## src/rtl/imem_fill_pkg.sv

```systemverilog
package imem_fill_pkg;
  typedef enum logic [1:0] {ST_IDLE, ST_WRITE, ST_ACK} fillState_t;

  typedef struct packed {
    logic loadInit;
    logic captureFill;
    logic issueWrite;
  } fillStrobes_t;
endpackage

```

## src/rtl/imem_fill_ctrl_fsm.sv

```systemverilog
module imem_fill_ctrl_fsm
  import imem_fill_pkg::*;
#(
  parameter int BUS_AW   = 4,
  parameter int INIT_REG = 0,
  parameter int FILL_REG = 1
) (
  input  logic              clk,
  input  logic              rstN,
  input  logic [BUS_AW-1:0] busAddr,
  input  logic              busWrEn,
  output logic              busAck,
  output fillStrobes_t      strobes
);
  localparam logic [BUS_AW-1:0] InitSel = BUS_AW'(INIT_REG);
  localparam logic [BUS_AW-1:0] FillSel = BUS_AW'(FILL_REG);

  fillState_t state, nextState;

  always_comb begin
    nextState = state;
    strobes   = '0;
    case (state)
      ST_IDLE: if (busWrEn) begin
        if (busAddr == FillSel) begin
          strobes.captureFill = 1'b1;
          nextState = ST_WRITE;
        end else begin
          strobes.loadInit = (busAddr == InitSel);
          nextState = ST_ACK;
        end
      end
      ST_WRITE: begin
        strobes.issueWrite = 1'b1;
        nextState = ST_ACK;
      end
      default: nextState = ST_IDLE;
    endcase
  end

  always_ff @(posedge clk) begin
    if (!rstN) state <= ST_IDLE;
    else       state <= nextState;
  end

  assign busAck = (state == ST_ACK);


  ack_single_chk: assert property (@(posedge clk) disable iff (!rstN)
    busAck |=> !busAck);


  ack_after_write_chk: assert property (@(posedge clk) disable iff (!rstN)
    strobes.issueWrite |=> busAck);


  capture_then_write_chk: assert property (@(posedge clk) disable iff (!rstN)
    strobes.captureFill |=> strobes.issueWrite);
endmodule

```

## src/rtl/imem_fill_datapath.sv

```systemverilog
module imem_fill_datapath
  import imem_fill_pkg::*;
#(
  parameter int MEM_AW = 10
) (
  input  logic              clk,
  input  logic              rstN,
  input  fillStrobes_t      strobes,
  input  logic [31:0]       busWrData,
  output logic [MEM_AW-1:0] memAddr,
  output logic [63:0]       memWrData,
  output logic              memEvenWe,
  output logic              memOddWe
);
  logic [MEM_AW-1:0] wordAddr;
  logic              oddSel;
  logic [31:0]       fillData;

  always_ff @(posedge clk) begin
    if (!rstN) begin
      wordAddr <= '0;
      oddSel   <= 1'b0;
      fillData <= '0;
    end else begin
      if (strobes.loadInit) begin
        wordAddr <= busWrData[MEM_AW:1];
        oddSel   <= busWrData[0];
      end else if (strobes.issueWrite) begin
        oddSel <= ~oddSel;
        if (oddSel) wordAddr <= wordAddr + 1'b1;
      end
      if (strobes.captureFill) fillData <= busWrData;
    end
  end

  assign memAddr   = wordAddr;
  assign memWrData = oddSel ? {fillData, 32'h0} : {32'h0, fillData};
  assign memEvenWe = strobes.issueWrite & ~oddSel;
  assign memOddWe  = strobes.issueWrite & oddSel;


  even_pulse_chk: assert property (@(posedge clk) disable iff (!rstN)
    memEvenWe |=> !memEvenWe);


  odd_pulse_chk: assert property (@(posedge clk) disable iff (!rstN)
    memOddWe |=> !memOddWe);


  odd_advance_chk: assert property (@(posedge clk) disable iff (!rstN)
    memOddWe |=> (memAddr == $past(memAddr) + 1'b1));


  even_hold_chk: assert property (@(posedge clk) disable iff (!rstN)
    memEvenWe |=> $stable(memAddr));
endmodule

```

## src/rtl/imem_fill_ctrl.sv

```systemverilog
module imem_fill_ctrl
  import imem_fill_pkg::*;
#(
  parameter int BUS_AW   = 4,
  parameter int MEM_AW   = 10,
  parameter int INIT_REG = 0,
  parameter int FILL_REG = 1
) (
  input  logic              clk,
  input  logic              rstN,
  input  logic [BUS_AW-1:0] busAddr,
  input  logic              busWrEn,
  input  logic [31:0]       busWrData,
  output logic              busAck,
  output logic [MEM_AW-1:0] memAddr,
  output logic [63:0]       memWrData,
  output logic              memEvenWe,
  output logic              memOddWe
);
  fillStrobes_t strobes;

  imem_fill_ctrl_fsm #(
    .BUS_AW(BUS_AW), .INIT_REG(INIT_REG), .FILL_REG(FILL_REG)
  ) u_fsm (
    .clk(clk), .rstN(rstN), .busAddr(busAddr), .busWrEn(busWrEn),
    .busAck(busAck), .strobes(strobes)
  );

  imem_fill_datapath #(.MEM_AW(MEM_AW)) u_dp (
    .clk(clk), .rstN(rstN), .strobes(strobes), .busWrData(busWrData),
    .memAddr(memAddr), .memWrData(memWrData),
    .memEvenWe(memEvenWe), .memOddWe(memOddWe)
  );


  one_enable_chk: assert property (@(posedge clk) disable iff (!rstN)
    $onehot0({memEvenWe, memOddWe}));


  no_write_during_ack_chk: assert property (@(posedge clk) disable iff (!rstN)
    busAck |-> !(memEvenWe || memOddWe));
endmodule

```

## config.mk

```make
export PLATFORM = sky130hd
export DESIGN_NAME = imem_fill_ctrl
export DESIGN_NICKNAME = d
export VERILOG_FILES = /design/src/rtl/imem_fill_pkg.sv /design/src/rtl/imem_fill_ctrl_fsm.sv /design/src/rtl/imem_fill_datapath.sv /design/src/rtl/imem_fill_ctrl.sv
export SDC_FILE = /design/constraint.sdc
export NUM_CORES = 1
export LEC_CHECK = 0
export ABC_AREA = 0
export CAP_MARGIN = 0
export CELL_PAD_IN_SITES_DETAIL_PLACEMENT = 0
export CELL_PAD_IN_SITES_GLOBAL_PLACEMENT = 1
export CORE_ASPECT_RATIO = 0.75
export CORE_MARGIN = 4
export CORE_UTILIZATION = 24
export CTS_CLUSTER_DIAMETER = 30
export DETAILED_ROUTE_END_ITERATION = 16
export PLACE_DENSITY = 0.76
export SLEW_MARGIN = 10
export SYNTH_ARGS = -nofsm -noshare
export SYNTH_HDL_FRONTEND = slang
export SYNTH_SLANG_ARGS = --single-unit
```

## constraint.sdc

```tcl
create_clock -name clk -period 1.4 [get_ports clk]
set_input_delay 0.21 -clock clk [delete_from_list [all_inputs] [get_ports clk]]
set_output_delay 0.21 -clock clk [all_outputs]
set_load 0.05 [all_outputs]
```

==> results.txt, run 1 <==
Status - finished, violations left
Failing checks - setup timing
Power Dens Cells - 583 nW/µm²
Syn_area_per_cell - 7.52 µm²
Largest area contributor in the netlist - dfxtp_1
Synthesized area - 2260 µm²
Vias per cell - 4.49
Placed Area - 4220 µm²
Fill count - 832
Slew headroom - 0.771
WL/cell - 15.0 µm
DRT iter0 DRCs - 92
CP startpoint kind - flip-flop
Tcrit/Tclk final - 1.02
Final worst setup slack - -0.0322 ns
Largest family of logic cells by synthesized area - simple AND/OR/NAND/NOR gates
Initial antenna violation count - 0
Clock slew at reported path FFs - 0.06 ns
Max Buffers Root-to-Sink - 2
Post-Synth XOR/XNOR Area - 0.00773
CP max FO - 20
Vias - 2571
I/O pins - 116
PortBufs - 115
Main synth FF type - dfxtp_1
Pre-CTS setup slack - -0.357 ns
Die W - 120 µm
Final hold vios - 0
HPWL Detailed - 5.86 mm
Crit path time final - 1.43 ns
NetSw - 0.000679 W
WL final - 8.62 mm
Mux cell area share after synthesis - 0
Synth warn - 0
Post-Synth Adder-Cell Area - 0.00552
Fmax - 0.698 GHz
Synth Net Count - 341
Critical Path RT - 1.19 ns
Nets - 485
Comb power frac - 0.148
Residual DRC - 0
Clock buffer count from CTS - 5
Vias in the first global route - 2411
Sw Share - 0.235
LEAKAGE - 1.96 nW
Distinct cells, synth - 35
Share of the synthesized area in the top cell type - 0.398
Worst hold slack - 0.280 ns
Final ANT Viol Nets - 0
CTS tree - done
Least-Margin Pin Slew - 0.341 ns
Part of the power in registers - 0.452
Die Ht - 92.1 µm
#FFs+latches synth - 45
Slew Limit Fails - 0
Global route overflow - 0
Worst skew pair latency - 0.28 ns
Max_cap viols - 0
Drt first pass iters - 4
Core Area - 9120 µm²
Pint - 0.00221 W
WP data arrival - 1.22 ns
Clock Sinks - 45
Synth-to-Final Area Change - 118%
Cells after synthesis - 301
Sequential-to-total area share from yosys stat - 0.398
Sequential Area - 940 µm²
Area taken by multi-input logic gates - 1590 µm²
Layout cells sized above 1 - 0.539
Number of inserted diodes - 0
Placer Congestion - 0.820
Final setup viols - 21
Ranking of synthesized cells by area - dfxtp_1, nand2_1, a21oi_1
Initial core utilization - 0.248
H-tree Lvls - 2
VDD IR max - 0.441 mV
Clock skew - 0.00330 ns
Critical path class - flip-flop to output port
Clk pwr share - 0.400
Global-route wire length before repair - 12.2 mm
Row count - 30
Async S/R FF share, synth - 0
Unrepaired setup endpoints after global routing - true
Root Driver - clkbuf_16
Hold_buf cts - 0
All-Layer GR Usage - 0.134
Final Power - 0.00288 W
Fin area - 4950 µm²
Class of the worst hold path - input pin to flip-flop
Largest net degree at the start of global routing - 47
Post-synth EDFFs - 0
Compound-cell area share of the yosys netlist - 0.151
Worst Setup End Kind - output port
Simple-gate share of the synthesized area - 0.387
Die area - 11100 µm²
## registers in the layout (all words and copies together) (netlist names)
signal / cells
u_dp.oddSel: 1
u_dp.memAddr: 10
u_dp.fillData: 32
u_fsm.state: 2
## synthesized netlist by cell type, types with 2 or more instances
cell      instances
a21oi_1          43
a31oi_1           3
and2_1           33
and3_1            3
buf_4             4
clkbuf_1         14
dfxtp_1          45
inv_1             3
nand2_1          75
nand3_1           4
nand4_1           2
nor2_1            5
nor2b_1          32
nor3_1            5
o21ai_0           7
o31a_1            2
or4_1             2
xor2_1            2
## cell families after synthesis
logic type	Yosys count
AO/OA/AOI/OAI	62
XOR/XNOR	2
adder cells (fa/ha/maj)	1
buffers and inverters	24
flip-flops	45
AND/OR/NAND/NOR	167
## through the flow
| step | utilization | cells | setup TNS, ns |
|---|---|---|---|
| 6_report | 0.542 | 573 | -0.367 |
| 3_5_place_dp | 0.463 | 546 | -14.04 |
| 4_1_cts | 0.487 | 556 | -1.60 |
| 5_1_grt | 0.542 | 573 | -4.26 |
| 3_3_place_gp | 0.463 | 546 | -11.91 |
| 2_1_floorplan | - | 301 | -4.32 |
## final timing paths
kind / end / slack (ns) / cells after the start / from
worst max-delay path: memWrData[61] / -0.03 / 3 / u_dp.oddSel
worst max register to register: u_dp.fillData[18] / 0.02 / 5 / u_fsm.state[1]
worst min-delay path: u_fsm.state[1] / 0.28 / 3 / busWrEn
worst min register to register: u_dp.fillData[25] / 0.47 / 2 / u_dp.fillData[25]
## final cells by class
class,instances,area share
timing repair buffer,157,0.424
multi-input combinational,232,0.321
sequential,45,0.190
tap,128,0.0324
clock buffer,7,0.0288
inverter,4,0.00405
## worst max-delay path, stage by stage, from the launching register on
cell	delay, ns
dfxtp_4	0.44
buf_12	0.18
and2_2	0.18
buf_12	0.13
## layout by cell type (no fill, tap or decap), types with 2 or more instances in the layout
| cell | instances |
|---|---|
| a21oi_1 | 24 |
| a21oi_2 | 18 |
| a31oi_1 | 3 |
| and2_2 | 13 |
| and2_4 | 20 |
| and3_1 | 2 |
| buf_12 | 50 |
| buf_4 | 32 |
| buf_6 | 32 |
| clkbuf_16 | 9 |
| clkdlybuf4s50_1 | 34 |
| dfxtp_1 | 34 |
| dfxtp_4 | 10 |
| dlygate4sd2_1 | 3 |
| inv_1 | 2 |
| nand2_1 | 66 |
| nand2_2 | 6 |
| nand2_4 | 3 |
| nand3_1 | 2 |
| nand4_1 | 2 |
| nor2_1 | 5 |
| nor2b_1 | 5 |
| nor2b_2 | 24 |
| nor2b_4 | 3 |
| nor3_1 | 4 |
| o21ai_1 | 6 |
| o31a_1 | 2 |
| or4_4 | 2 |
| xor2_1 | 2 |
## power by group through the flow
stage | registers (W) | clock network, W | logic, W
global route | 0.00131 | 0.00123 | 0.000453
floorplan | 0.00134 | 0 | 0.000136
finish | 0.00130 | 0.00115 | 0.000426
detailed placement | 0.00134 | 0 | 0.000361
global placement | 0.00133 | 0 | 0.000358
CTS | 0.00130 | 0.00119 | 0.000372
## routing by layer
metal,GRT usage,routed length (µm)
met3,0.0358,464
met5,0,0
met1,0.177,4070
met2,0.223,4060
met4,0.0257,24
## repair_timing
action / 4_1_cts / 5_1_grt
pin swaps: 2 / 20
buffers inserted: 3 / 10
cloned: 0 / 7
resized for setup: 18 / 96
setup endpoints to repair: 92 / 99
(Power assumes the default switching activity.)
==> inputs of run 2 (changes only) <==
--- a/config.mk
+++ b/config.mk
@@ -9,8 +9,8 @@
 export CAP_MARGIN = 0
 export CELL_PAD_IN_SITES_DETAIL_PLACEMENT = 0
 export CELL_PAD_IN_SITES_GLOBAL_PLACEMENT = 1
-export CORE_ASPECT_RATIO = 0.75
-export CORE_MARGIN = 4
+export CORE_ASPECT_RATIO = 1.25
+export CORE_MARGIN = 2
 export CORE_UTILIZATION = 24
 export CTS_CLUSTER_DIAMETER = 30
 export DETAILED_ROUTE_END_ITERATION = 16
==> results.txt, run 2 (synthesis gave the netlist of run 1 again) <==
Initial antenna violation count - 0 (unchanged)
Drt first pass iters - 4 (unchanged)
Largest register by flop count - u_dp.fillData (unchanged)
Vias - 2652 (was 2571)
Worst Setup End Kind - output port (unchanged)
Core Area - 9170 µm² (was 9120 µm²)
NetSw - 0.000718 W (was 0.000679 W)
Layout cells sized above 1 - 0.591 (was 0.539)
Worst skew pair latency - 0.28 ns (about the same)
Crit path time final - 1.45 ns (was 1.43 ns)
VDD IR max - 0.461 mV (was 0.441 mV)
Vias in the first global route - 2476 (was 2411)
Row count - 39 (was 30)
Vias per cell - 4.69 (was 4.49)
H-tree Lvls - 2 (unchanged)
CTS tree - done (unchanged)
WL final - 8.84 mm (was 8.62 mm)
CP max FO - 6 (was 20)
DRT iter0 DRCs - 78 (was 92)
Clk pwr share - 0.390 (was 0.400)
Critical path class - flip-flop to output port (unchanged)
Max Buffers Root-to-Sink - 2 (unchanged)
Nets - 482 (was 485)
Part of the power in registers - 0.452 (about the same)
Power Dens Cells - 563 nW/µm² (was 583 nW/µm²)
Commonest cells after routing, fill and taps aside - buf_12, nand2_1, clkdlybuf4s50_1, dfxtp_1, buf_6 (was nand2_1, buf_12, clkdlybuf4s50_1, dfxtp_1)
R2R depth - 5 (unchanged)
Final ANT Viol Nets - 0 (unchanged)
Final hold vios - 0 (unchanged)
Slew Limit Fails - 0 (unchanged)
WP data arrival - 1.24 ns (was 1.22 ns)
Final worst setup slack - -0.0473 ns (was -0.0322 ns)
Failing checks - setup timing (unchanged)
Initial core utilization - 0.247 (was 0.248)
WL/cell - 15.6 µm (was 15.0 µm)
Commonest non-fill, non-tap cell in the layout - buf_12 (was nand2_1)
CP startpoint kind - flip-flop (unchanged)
Die area - 10200 µm² (was 11100 µm²)
Die Ht - 113 µm (was 92.1 µm)
Root Driver - clkbuf_16 (unchanged)
Worst Hold Path EP - u_fsm.state[1] (unchanged)
Least-Margin Pin Slew - 0.307 ns (was 0.341 ns)
Fmax - 0.691 GHz (was 0.698 GHz)
Final setup viols - 50 (was 21)
Pint - 0.00217 W (was 0.00221 W)
Max_cap viols - 0 (unchanged)
Class of the worst hold path - input pin to flip-flop (unchanged)
Number of inserted diodes - 0 (unchanged)
Clock slew at reported path FFs - 0.06 ns (about the same)
HPWL Detailed - 5.85 mm (was 5.86 mm)
Largest net degree at the start of global routing - 31 (was 47)
Pre-CTS setup slack - -0.389 ns (was -0.357 ns)
Status - finished, violations left (unchanged)
Critical Path RT - 1.19 ns (about the same)
Sw Share - 0.249 (was 0.235)
RR Startpoint - u_fsm.state[1] (unchanged)
PortBufs - 115 (unchanged)
Die W - 90.9 µm (was 120 µm)
Max FFs per register - 32 (unchanged)
All-Layer GR Usage - 0.153 (was 0.134)
Residual DRC - 0 (unchanged)
Global route overflow - 0 (unchanged)
Worst R2R Setup Slack - 0 ns (was 0.02 ns)
Worst hold slack - 0.270 ns (was 0.280 ns)
Synth-to-Final Area Change - 126% (was 118%)
I/O pins - 116 (unchanged)
Slew headroom - 0.795 (was 0.771)
Hold path start - busWrEn (unchanged)
Tcrit/Tclk final - 1.03 (was 1.02)
Cell depth of the worst hold path - 3 (unchanged)
Clock Sinks - 45 (unchanged)
Fin area - 5130 µm² (was 4950 µm²)
Cells along the critical path - nand3b_4 > inv_8 > buf_6 > buf_12 (was buf_12 > and2_2 > buf_12)
Crit-path max cell delay - 0.46 ns (was 0.44 ns)
Unrepaired setup endpoints after global routing - true (unchanged)
Comb power frac - 0.158 (was 0.148)
Reg-to-Reg End - u_dp.fillData[31] (was u_dp.fillData[18])
Global-route wire length before repair - 12.7 mm (was 12.2 mm)
Top delay family on crit path - flip-flops (unchanged)
Placed Area - 4310 µm² (was 4220 µm²)
Worst Path Buf+Inv - 3 (was 2)
Clock skew - 0.00442 ns (was 0.00330 ns)
Crit path max-delay cell type - dfxtp_4 (unchanged)
Placer Congestion - 0.852 (was 0.820)
LEAKAGE - 2.06 nW (was 1.96 nW)
Clock buffer count from CTS - 5 (unchanged)
## run 2: metrics by stage
step,total power (W),cells,util,TNS [ns]
detailed placement,0.00171,543,0.470,-15.00
finish,0.00289,566,0.559,-0.749
CTS,0.00285,553,0.493,-1.17
floorplan,0.00148,301,-,-4.32
global placement,0.00171,543,0.470,-14.46
global route,0.00300,566,0.559,-4.72
## run 2: how the worst max path moves through the flow
stage	from	end	slack [ns]	cells past startpoint
2_1_floorplan	u_dp.oddSel	memWrData[10]	-0.09	2
3_3_place_gp	busAddr[1]	u_dp.memAddr[0]	-0.37	7
3_5_place_dp	busAddr[1]	u_dp.memAddr[0]	-0.39	7
4_1_cts	u_dp.oddSel	memWrData[43]	-0.06	3
5_1_grt	u_dp.oddSel	memWrData[60]	-0.09	3
6_report	u_dp.oddSel	memOddWe	-0.05	4
## run 2: per-layer routing
metal,global-route usage,vias to the layer above,part of all wire
met2,0.290,84,0.57
met4,0.0404,0,0.0090
li1,-,1282,-
met3,0.0302,6,0.040
met1,0.174,1280,0.38
met5,0,-,0
## run 2: worst reg2reg max path, stage by stage, from the launching register on
cell       delay (ns)
dfxtp_4          0.36
nor3b_4          0.26
and3_4           0.33
clkbuf_16        0.21
nand2_4          0.05
a21oi_2          0.12
## run 2: area by class of cell
class | instances | area, µm²
multi-input combinational | 232 | 1740
sequential | 45 | 940
clock inverter | 2 | 10.0
fill | 846 | 4050
timing repair buffer | 154 | 2130
inverter | 4 | 22.5
clock buffer | 6 | 129
tap | 123 | 154
## run 2: power groups by stage
stage / clock network [W] / registers [W] / logic, W
final: 0.00113 / 0.00130 / 0.000457
after global placement: 0 / 0.00134 / 0.000373
after global routing: 0.00121 / 0.00131 / 0.000482
after floorplan: 0 / 0.00134 / 0.000136
after detailed placement: 0 / 0.00134 / 0.000375
after CTS: 0.00116 / 0.00130 / 0.000384
## run 2: timing repair
action	4_1_cts	5_1_grt
pin swaps	1	36
gates cloned	1	4
hold buffers	0	0
resized for setup	19	141
buffers inserted	1	9
endpoints found under the setup margin	86	106
